==> config.mk <==
export PLATFORM = sky130hd
export DESIGN_NAME = irq_src_ctrl
export DESIGN_NICKNAME = d
export VERILOG_FILES = /design/src/rtl/irq_src_pkg.sv /design/src/rtl/irq_src_slot.sv /design/src/rtl/irq_src_pick.sv /design/src/rtl/irq_src_req.sv /design/src/rtl/irq_src_ctrl.sv
export SDC_FILE = /design/constraint.sdc
export NUM_CORES = 1
export LEC_CHECK = 0
export BUFFER_PORTS_ARGS = -buffer_cell sky130_fd_sc_hd__buf_4
export CORE_ASPECT_RATIO = 1.75
export CORE_MARGIN = 2
export CORE_UTILIZATION = 57
export CTS_BUF_LIST = sky130_fd_sc_hd__clkbuf_8
export CTS_CLUSTER_SIZE = 10
export DETAILED_ROUTE_END_ITERATION = 12
export GPL_ROUTABILITY_DRIVEN = 0
export GPL_TIMING_DRIVEN = 0
export HOLD_SLACK_MARGIN = 0.08
export PLACE_DENSITY = 0.73
export SLEW_MARGIN = 40
export SYNTH_ARGS = -nofsm -noshare
export SYNTH_HDL_FRONTEND = slang
export SYNTH_SLANG_ARGS = --single-unit
==> constraint.sdc <==
create_clock -name clk -period 4.4 [get_ports clk]
set_clock_uncertainty 0.2 [all_clocks]
set_input_delay 0.66 -clock clk [delete_from_list [all_inputs] [get_ports clk]]
set_output_delay 0.66 -clock clk [all_outputs]
set_load 0.02 [all_outputs]
==> src/rtl/irq_src_pkg.sv <==
package irq_src_pkg;

    localparam int PRIO_W = 4;
    localparam int CPU_W  = 3;

    localparam logic [PRIO_W-1:0] PRIO_OFF = '1;

    typedef enum logic [1:0] {
        ST_IDLE = 2'b00,
        ST_WAIT = 2'b01,
        ST_PEND = 2'b10
    } src_state_e;

    typedef struct packed {
        logic [PRIO_W-1:0] prio;
        logic              glob;
        logic [CPU_W-1:0]  cpu;
    } dest_cfg_t;

    localparam dest_cfg_t CFG_RESET = '{prio: PRIO_OFF, glob: 1'b0, cpu: '0};

    function automatic logic prio_enabled(input logic [PRIO_W-1:0] p);
        return p != PRIO_OFF;
    endfunction

endpackage

==> src/rtl/irq_src_slot.sv <==
module irq_src_slot
    import irq_src_pkg::*;
#(
    parameter int RETRY_HOLD = 16
) (
    input  logic       clk,
    input  logic       rst,
    input  logic       sig,
    input  logic       cfg_we,
    input  dest_cfg_t  cfg_d,
    input  logic       eoi_hit,
    input  logic       acc_hit,
    input  logic       rej_hit,
    output src_state_e st_q,
    output dest_cfg_t  cfg_q,
    output logic       ready
);
    localparam int HOLD_W = $clog2(RETRY_HOLD + 1);
    localparam logic [HOLD_W-1:0] HOLD_INIT = HOLD_W'(RETRY_HOLD);

    logic [HOLD_W-1:0] hold_q;

    always_ff @(posedge clk) begin
        if (rst) begin
            st_q   <= ST_IDLE;
            cfg_q  <= CFG_RESET;
            hold_q <= '0;
        end else begin
            if (cfg_we)
                cfg_q <= cfg_d;

            if (rej_hit)
                hold_q <= HOLD_INIT;
            else if (hold_q != '0)
                hold_q <= hold_q - 1'b1;

            unique case (st_q)
                ST_IDLE: if (sig)     st_q <= ST_WAIT;
                ST_WAIT: if (acc_hit) st_q <= ST_PEND;
                ST_PEND: if (eoi_hit) st_q <= ST_IDLE;
                default:              st_q <= ST_IDLE;
            endcase
        end
    end

    always_comb
        ready = (st_q == ST_WAIT) && (hold_q == '0) && prio_enabled(cfg_q.prio);

    assert_no_ready_after_reject_R6: assert property (@(posedge clk) disable iff (rst)
        rej_hit |=> !ready)
        else $error("rejected source ready too early");

    assert_pend_needs_eoi_R4: assert property (@(posedge clk) disable iff (rst)
        (st_q == ST_PEND && !eoi_hit) |=> st_q == ST_PEND)
        else $error("pending source left without EOI");

endmodule

==> src/rtl/irq_src_pick.sv <==
module irq_src_pick #(
    parameter int NUM_SRC = 8,
    localparam int SRC_W  = (NUM_SRC > 1) ? $clog2(NUM_SRC) : 1
) (
    input  logic [NUM_SRC-1:0] ready,
    output logic               any,
    output logic [SRC_W-1:0]   idx
);
    always_comb begin
        any = 1'b0;
        idx = '0;
        for (int i = NUM_SRC - 1; i >= 0; i--) begin
            if (ready[i]) begin
                any = 1'b1;
                idx = SRC_W'(i);
            end
        end
    end
endmodule

==> src/rtl/irq_src_req.sv <==
module irq_src_req
    import irq_src_pkg::*;
#(
    parameter int NUM_SRC = 8,
    localparam int SRC_W  = (NUM_SRC > 1) ? $clog2(NUM_SRC) : 1
) (
    input  logic             clk,
    input  logic             rst,
    input  logic             pick_any,
    input  logic [SRC_W-1:0] pick_idx,
    input  dest_cfg_t        pick_cfg,
    input  logic             rsp_accept,
    input  logic             rsp_reject,
    output logic             req_valid,
    output logic [SRC_W-1:0] req_src,
    output dest_cfg_t        req_cfg
);
    always_ff @(posedge clk) begin
        if (rst) begin
            req_valid <= 1'b0;
            req_src   <= '0;
            req_cfg   <= CFG_RESET;
        end else if (req_valid) begin
            if (rsp_accept || rsp_reject)
                req_valid <= 1'b0;
        end else if (pick_any) begin
            req_valid <= 1'b1;
            req_src   <= pick_idx;
            req_cfg   <= pick_cfg;
        end
    end

    assert_hold_stable_R3: assert property (@(posedge clk) disable iff (rst)
        (req_valid && !rsp_accept && !rsp_reject) |=>
            (req_valid && $stable(req_src) && $stable(req_cfg)))
        else $error("request changed before response");

    assert_drop_on_rsp_R3: assert property (@(posedge clk) disable iff (rst)
        (req_valid && (rsp_accept || rsp_reject)) |=> !req_valid)
        else $error("request not withdrawn after response");

    assert_prio_usable_R8: assert property (@(posedge clk) disable iff (rst)
        req_valid |-> prio_enabled(req_cfg.prio))
        else $error("request with disabled priority");

endmodule

==> src/rtl/irq_src_ctrl.sv <==
module irq_src_ctrl
    import irq_src_pkg::*;
#(
    parameter int NUM_SRC    = 8,
    parameter int RETRY_HOLD = 16,
    localparam int SRC_W     = (NUM_SRC > 1) ? $clog2(NUM_SRC) : 1
) (
    input  logic               clk,
    input  logic               rst,
    input  logic [NUM_SRC-1:0] src_sig,
    input  logic               cfg_we,
    input  logic [SRC_W-1:0]   cfg_idx,
    input  logic [PRIO_W-1:0]  cfg_prio,
    input  logic               cfg_global,
    input  logic [CPU_W-1:0]   cfg_cpu,
    input  logic               eoi_valid,
    input  logic [SRC_W-1:0]   eoi_src,
    output logic               req_valid,
    output logic [SRC_W-1:0]   req_src,
    output logic [PRIO_W-1:0]  req_prio,
    output logic               req_global,
    output logic [CPU_W-1:0]   req_cpu,
    input  logic               rsp_accept,
    input  logic               rsp_reject
);
    src_state_e         st_arr  [NUM_SRC];
    dest_cfg_t          cfg_arr [NUM_SRC];
    logic [NUM_SRC-1:0] ready_vec;
    logic               pick_any;
    logic [SRC_W-1:0]   pick_idx;
    dest_cfg_t          pick_cfg;
    dest_cfg_t          req_cfg;
    dest_cfg_t          cfg_wr;

    always_comb cfg_wr = '{prio: cfg_prio, glob: cfg_global, cpu: cfg_cpu};

    for (genvar i = 0; i < NUM_SRC; i++) begin : g_slot
        logic sel_req;
        always_comb sel_req = req_valid && (req_src == SRC_W'(i));

        irq_src_slot #(.RETRY_HOLD(RETRY_HOLD)) u_slot (
            .clk     (clk),
            .rst     (rst),
            .sig     (src_sig[i]),
            .cfg_we  (cfg_we && (cfg_idx == SRC_W'(i))),
            .cfg_d   (cfg_wr),
            .eoi_hit (eoi_valid && (eoi_src == SRC_W'(i))),
            .acc_hit (sel_req && rsp_accept),
            .rej_hit (sel_req && rsp_reject && !rsp_accept),
            .st_q    (st_arr[i]),
            .cfg_q   (cfg_arr[i]),
            .ready   (ready_vec[i])
        );
    end

    irq_src_pick #(.NUM_SRC(NUM_SRC)) u_pick (
        .ready (ready_vec),
        .any   (pick_any),
        .idx   (pick_idx)
    );

    always_comb pick_cfg = cfg_arr[pick_idx];

    irq_src_req #(.NUM_SRC(NUM_SRC)) u_req (
        .clk        (clk),
        .rst        (rst),
        .pick_any   (pick_any),
        .pick_idx   (pick_idx),
        .pick_cfg   (pick_cfg),
        .rsp_accept (rsp_accept),
        .rsp_reject (rsp_reject),
        .req_valid  (req_valid),
        .req_src    (req_src),
        .req_cfg    (req_cfg)
    );

    always_comb begin
        req_prio   = req_cfg.prio;
        req_global = req_cfg.glob;
        req_cpu    = req_cfg.cpu;
    end

    assert_req_from_wait_R2: assert property (@(posedge clk) disable iff (rst)
        req_valid |-> st_arr[req_src] == ST_WAIT)
        else $error("request from a source not waiting");

    assert_accept_pending_R4: assert property (@(posedge clk) disable iff (rst)
        (req_valid && rsp_accept) |=> st_arr[$past(req_src)] == ST_PEND)
        else $error("accepted source not pending");

    assert_eoi_clears_R5: assert property (@(posedge clk) disable iff (rst)
        (eoi_valid && st_arr[eoi_src] == ST_PEND) |=> st_arr[$past(eoi_src)] != ST_PEND)
        else $error("EOI did not clear pending");

endmodule

==> impl_results.md <==
* Final period util at 0.750
* Pleak at 2.70 nW
* Syn Area/Cell at 8.66 um^2
* R2R Setup Slk at 1.10 ns
* Final setup margin at 1.10 ns
* Min Tclk post-route at 3.30 ns
* Maxcap violations at 0
* Remaining DRCs at 0
* Total Wirelength at 15900 um
* CTS Buf Count at 17
* FF+latch count, synth at 132
* Antenna violations before repair at 0
* Core box area at 10600 um^2
* Hold WC Path Type: reg -> reg
* Synth async-reset ratio at 0
* Hold_buf cts at 0
* Fmax at 303 MHz
* Status: complete, no violations
* Inst Count DP at 867
* Clk pin slew, worst setup/hold paths at 0.07 ns
* Synth unique cells at 50
* Worst-path maximum fanout at 10
* Synth Cell Area at 6120 um^2
* Crit start category: flop
* Delay-heaviest family, CP: simple AND/OR/NAND/NOR gates
* Post-CTS Resized at 0
* Nets@finish at 798
* CP Buf/Inv Count at 3
* Routed Antenna Nets at 0
* Sw Ratio at 0.358
* Area grow syn2layout at 13.4%
* Worst Path Required at 4.54 ns
* Largest net degree at the start of global routing at 17
* Worst slack, placed at 1.09 ns
* Die width at 82.3 um
* Max clock buf depth at 2
* Die Ht at 141 um
* Cells along the critical path: inv_1 -> ha_1 -> nor4b_4 -> nand4b_2 -> o211ai_1 -> nand3_2 -> a21oi_4 -> buf_6 -> buf_8 -> mux2i_1 -> o21ai_1 -> a211o_1
* Post-Layout Cell Count at 899
* EDFF count, synth at 0
* Syn_nets at 748
* Overall Global Routing Usage at 0.288
* Post-DP HPWL at 12000 um
* Yosys warnings at 0
* Top FF cell, synth: dfxtp_1
* Post-synthesis sequential area ratio at 0.432
* Final setup fails at 0
* Clock tree from TritonCTS: done
* Initial Util at 0.579
* Cell taking the most area after synthesis: dfxtp_1
* Most frequent cell after synthesis: dfxtp_1
* Cell-internal power at 2.65 mW
* Synth area leaders: dfxtp_1, mux2i_1, nand2_1, nor2_1, a21oi_1
* R2R depth at 12
* N_diodes at 0
* Row count at 50
* Top cell type's share of synthesized area at 0.432
* Worst slew margin at 0.547
* Sequential share of power at 0.396
* Final TNS setup at 0 ns
* Clk sinks at 132
* First-pass GRT wire length at 25100 um
* Final hold slack at 0.258 ns
* Clock share of power at 0.255
* Kind of critical path: reg -> reg
* Avg WL per Cell at 17.6 um
* IO Count at 40
* Vias in the first global route at 5254
* Slew @ Worst Pin at 0.679 ns
* Initial DRC count at 254
* Reg2reg end: u_req.req_cfg[7]
* Critical Path AT at 3.44 ns
* RSZ-0062 raised after global routing: no
* Routed via count at 5338
* CP max stage cell: nor4b_4
* Gr ovfl total at 0
* Most frequent cells after synthesis: dfxtp_1, nand2_1, nor2_1, a21oi_1, mux2i_1
* Post CTS Setup Buffer Count at 0
* WHS Endpoint: g_slot[6].u_slot.cfg_q[2]
* H-tree depth at 4
* Hold Violations, Final at 0
* Die ar. at 11600 um^2
* RR Startpoint: g_slot[3].u_slot.hold_q[0]
* Share of layout cells above drive strength 1 at 0.122
* Vias per std cell at 5.94
* Worst path max stage delay at 0.40 ns
* Synth Instances at 706
* Comb pwr share at 0.349
* Initial DRT Pass Iterations at 6
* WHS Path Cells at 2
* Net switching power at 1.47 mW
* HP Start: g_slot[6].u_slot.cfg_q[2]
* Clk root buf: clkbuf_8
* Worst-Skew Late Latency at 0.45 ns
* Final Slew Violations at 0
* PortBufs at 29
* Worst vdd rail ir drop at 0.000325 V
* Crit. End Element: flop
* Power per cell area at 594 nW/um^2
[state kept, by name (all words and copies together), names as in the netlist]
name,flops
u_req.req_cfg,8
g_slot.u_slot.cfg_q,64
g_slot.u_slot.st_q,16
u_req.req_src,3
u_req.req_valid,1
g_slot.u_slot.hold_q,40
[through the flow]
step | area, um^2 | util | power [mW]
finish | 6940 | 0.656 | 4.12
global route | 6940 | 0.656 | 4.37
CTS | 6940 | 0.656 | 4.14
detailed placement | 6530 | 0.617 | 3.09
global placement | 6500 | 0.615 | 3.00
floorplan | 6120 | - | 2.74
[kinds of logic (layout without fill, tap and decap cells)]
logic type | after synthesis | after routing | synth area share
AOI/OAI and AO/OA | 99 | 99 | 0.101
buffers and inverters | 47 | 110 | 0.0323
DFF | 132 | 132 | 0.432
muxes | 57 | 57 | 0.102
and+or+nand+nor | 333 | 333 | 0.269
adders and majority gates | 14 | 14 | 0.0286
xor gates and xnor gates | 24 | 24 | 0.0344
[routing by layer]
metal,global-route usage,vias to the layer above,wire [um]
met3,0.0723,71,828
met4,0.178,0,911
met2,0.506,184,8330
met5,0,-,0
met1,0.291,2536,5790
li1,-,2547,-
[worst max-delay path by stage]
stage                                     startpoint                to  cells after the start  slack [ns]
after floorplan           g_slot[3].u_slot.hold_q[0]  u_req.req_cfg[4]                     12        1.66
after global placement    g_slot[3].u_slot.hold_q[0]  u_req.req_cfg[7]                     12        1.16
after detailed placement  g_slot[3].u_slot.hold_q[0]  u_req.req_cfg[5]                     12        1.09
after CTS                 g_slot[3].u_slot.hold_q[0]  u_req.req_cfg[7]                     12        1.08
after global routing      g_slot[3].u_slot.hold_q[0]  u_req.req_cfg[7]                     12        0.83
final                     g_slot[3].u_slot.hold_q[0]  u_req.req_cfg[7]                     12        1.10
[worst min-delay path: cells and delay by family, from the launching register on]
family             cells  cell delay, ns
AOI/OAI and AO/OA      1            0.05
and+or+nand+nor        1            0.05
DFF                    1            0.31
[layout by cell type, fill, tap and decap left out, types with 2 or more instances in the layout]
cell / netlist / layout
bufinv_16: 0 / 3
a21oi_1: 60 / 60
nor3_1: 37 / 35
nand2b_1: 8 / 8
clkinv_4: 0 / 3
nand2_1: 119 / 119
buf_2: 2 / 3
nor2b_1: 10 / 10
nor3b_1: 3 / 3
a22oi_1: 3 / 3
dfxtp_1: 132 / 132
mux2_2: 4 / 4
nor3_2: 1 / 3
a211o_1: 4 / 4
nand4_1: 11 / 11
mux4_2: 4 / 4
nor2_2: 1 / 3
xnor2_1: 24 / 24
nor4b_4: 7 / 7
or2_2: 2 / 2
clkbuf_8: 0 / 18
a22o_1: 3 / 3
clkinvlp_4: 0 / 3
buf_4: 0 / 30
a2111oi_0: 4 / 4
clkinv_2: 0 / 4
nand4b_1: 3 / 3
nand3_1: 22 / 22
buf_1: 14 / 14
inv_1: 18 / 19
and2_1: 2 / 2
o21ai_0: 9 / 9
mux2i_1: 49 / 49
o221ai_1: 6 / 6
nor2_1: 94 / 92
and3_1: 5 / 5
clkbuf_1: 11 / 11
a31oi_1: 2 / 2
and3b_1: 2 / 2
ha_1: 14 / 14
[area by class of cell]
| type | count | area [um^2] |
|---|---|---|
| Fill cell | 925 | 3640 |
| Timing Repair Buffer | 31 | 230 |
| Inverter | 18 | 67.6 |
| Clock buffer | 18 | 248 |
| Buffer | 29 | 130 |
| Sequential cell | 132 | 2640 |
| Tap cell | 130 | 163 |
| Clock inverter | 14 | 163 |
| Multi-Input combinational cell | 527 | 3290 |
[power groups by stage]
stage	Combinational, mW	Sequential [mW]	Clock (mW)
3_3_place_gp	1.37	1.64	0
6_report	1.44	1.63	1.05
3_5_place_dp	1.44	1.65	0
5_1_grt	1.60	1.66	1.11
4_1_cts	1.45	1.63	1.06
2_1_floorplan	1.11	1.63	0
Power figures use the tool's default switching activity.
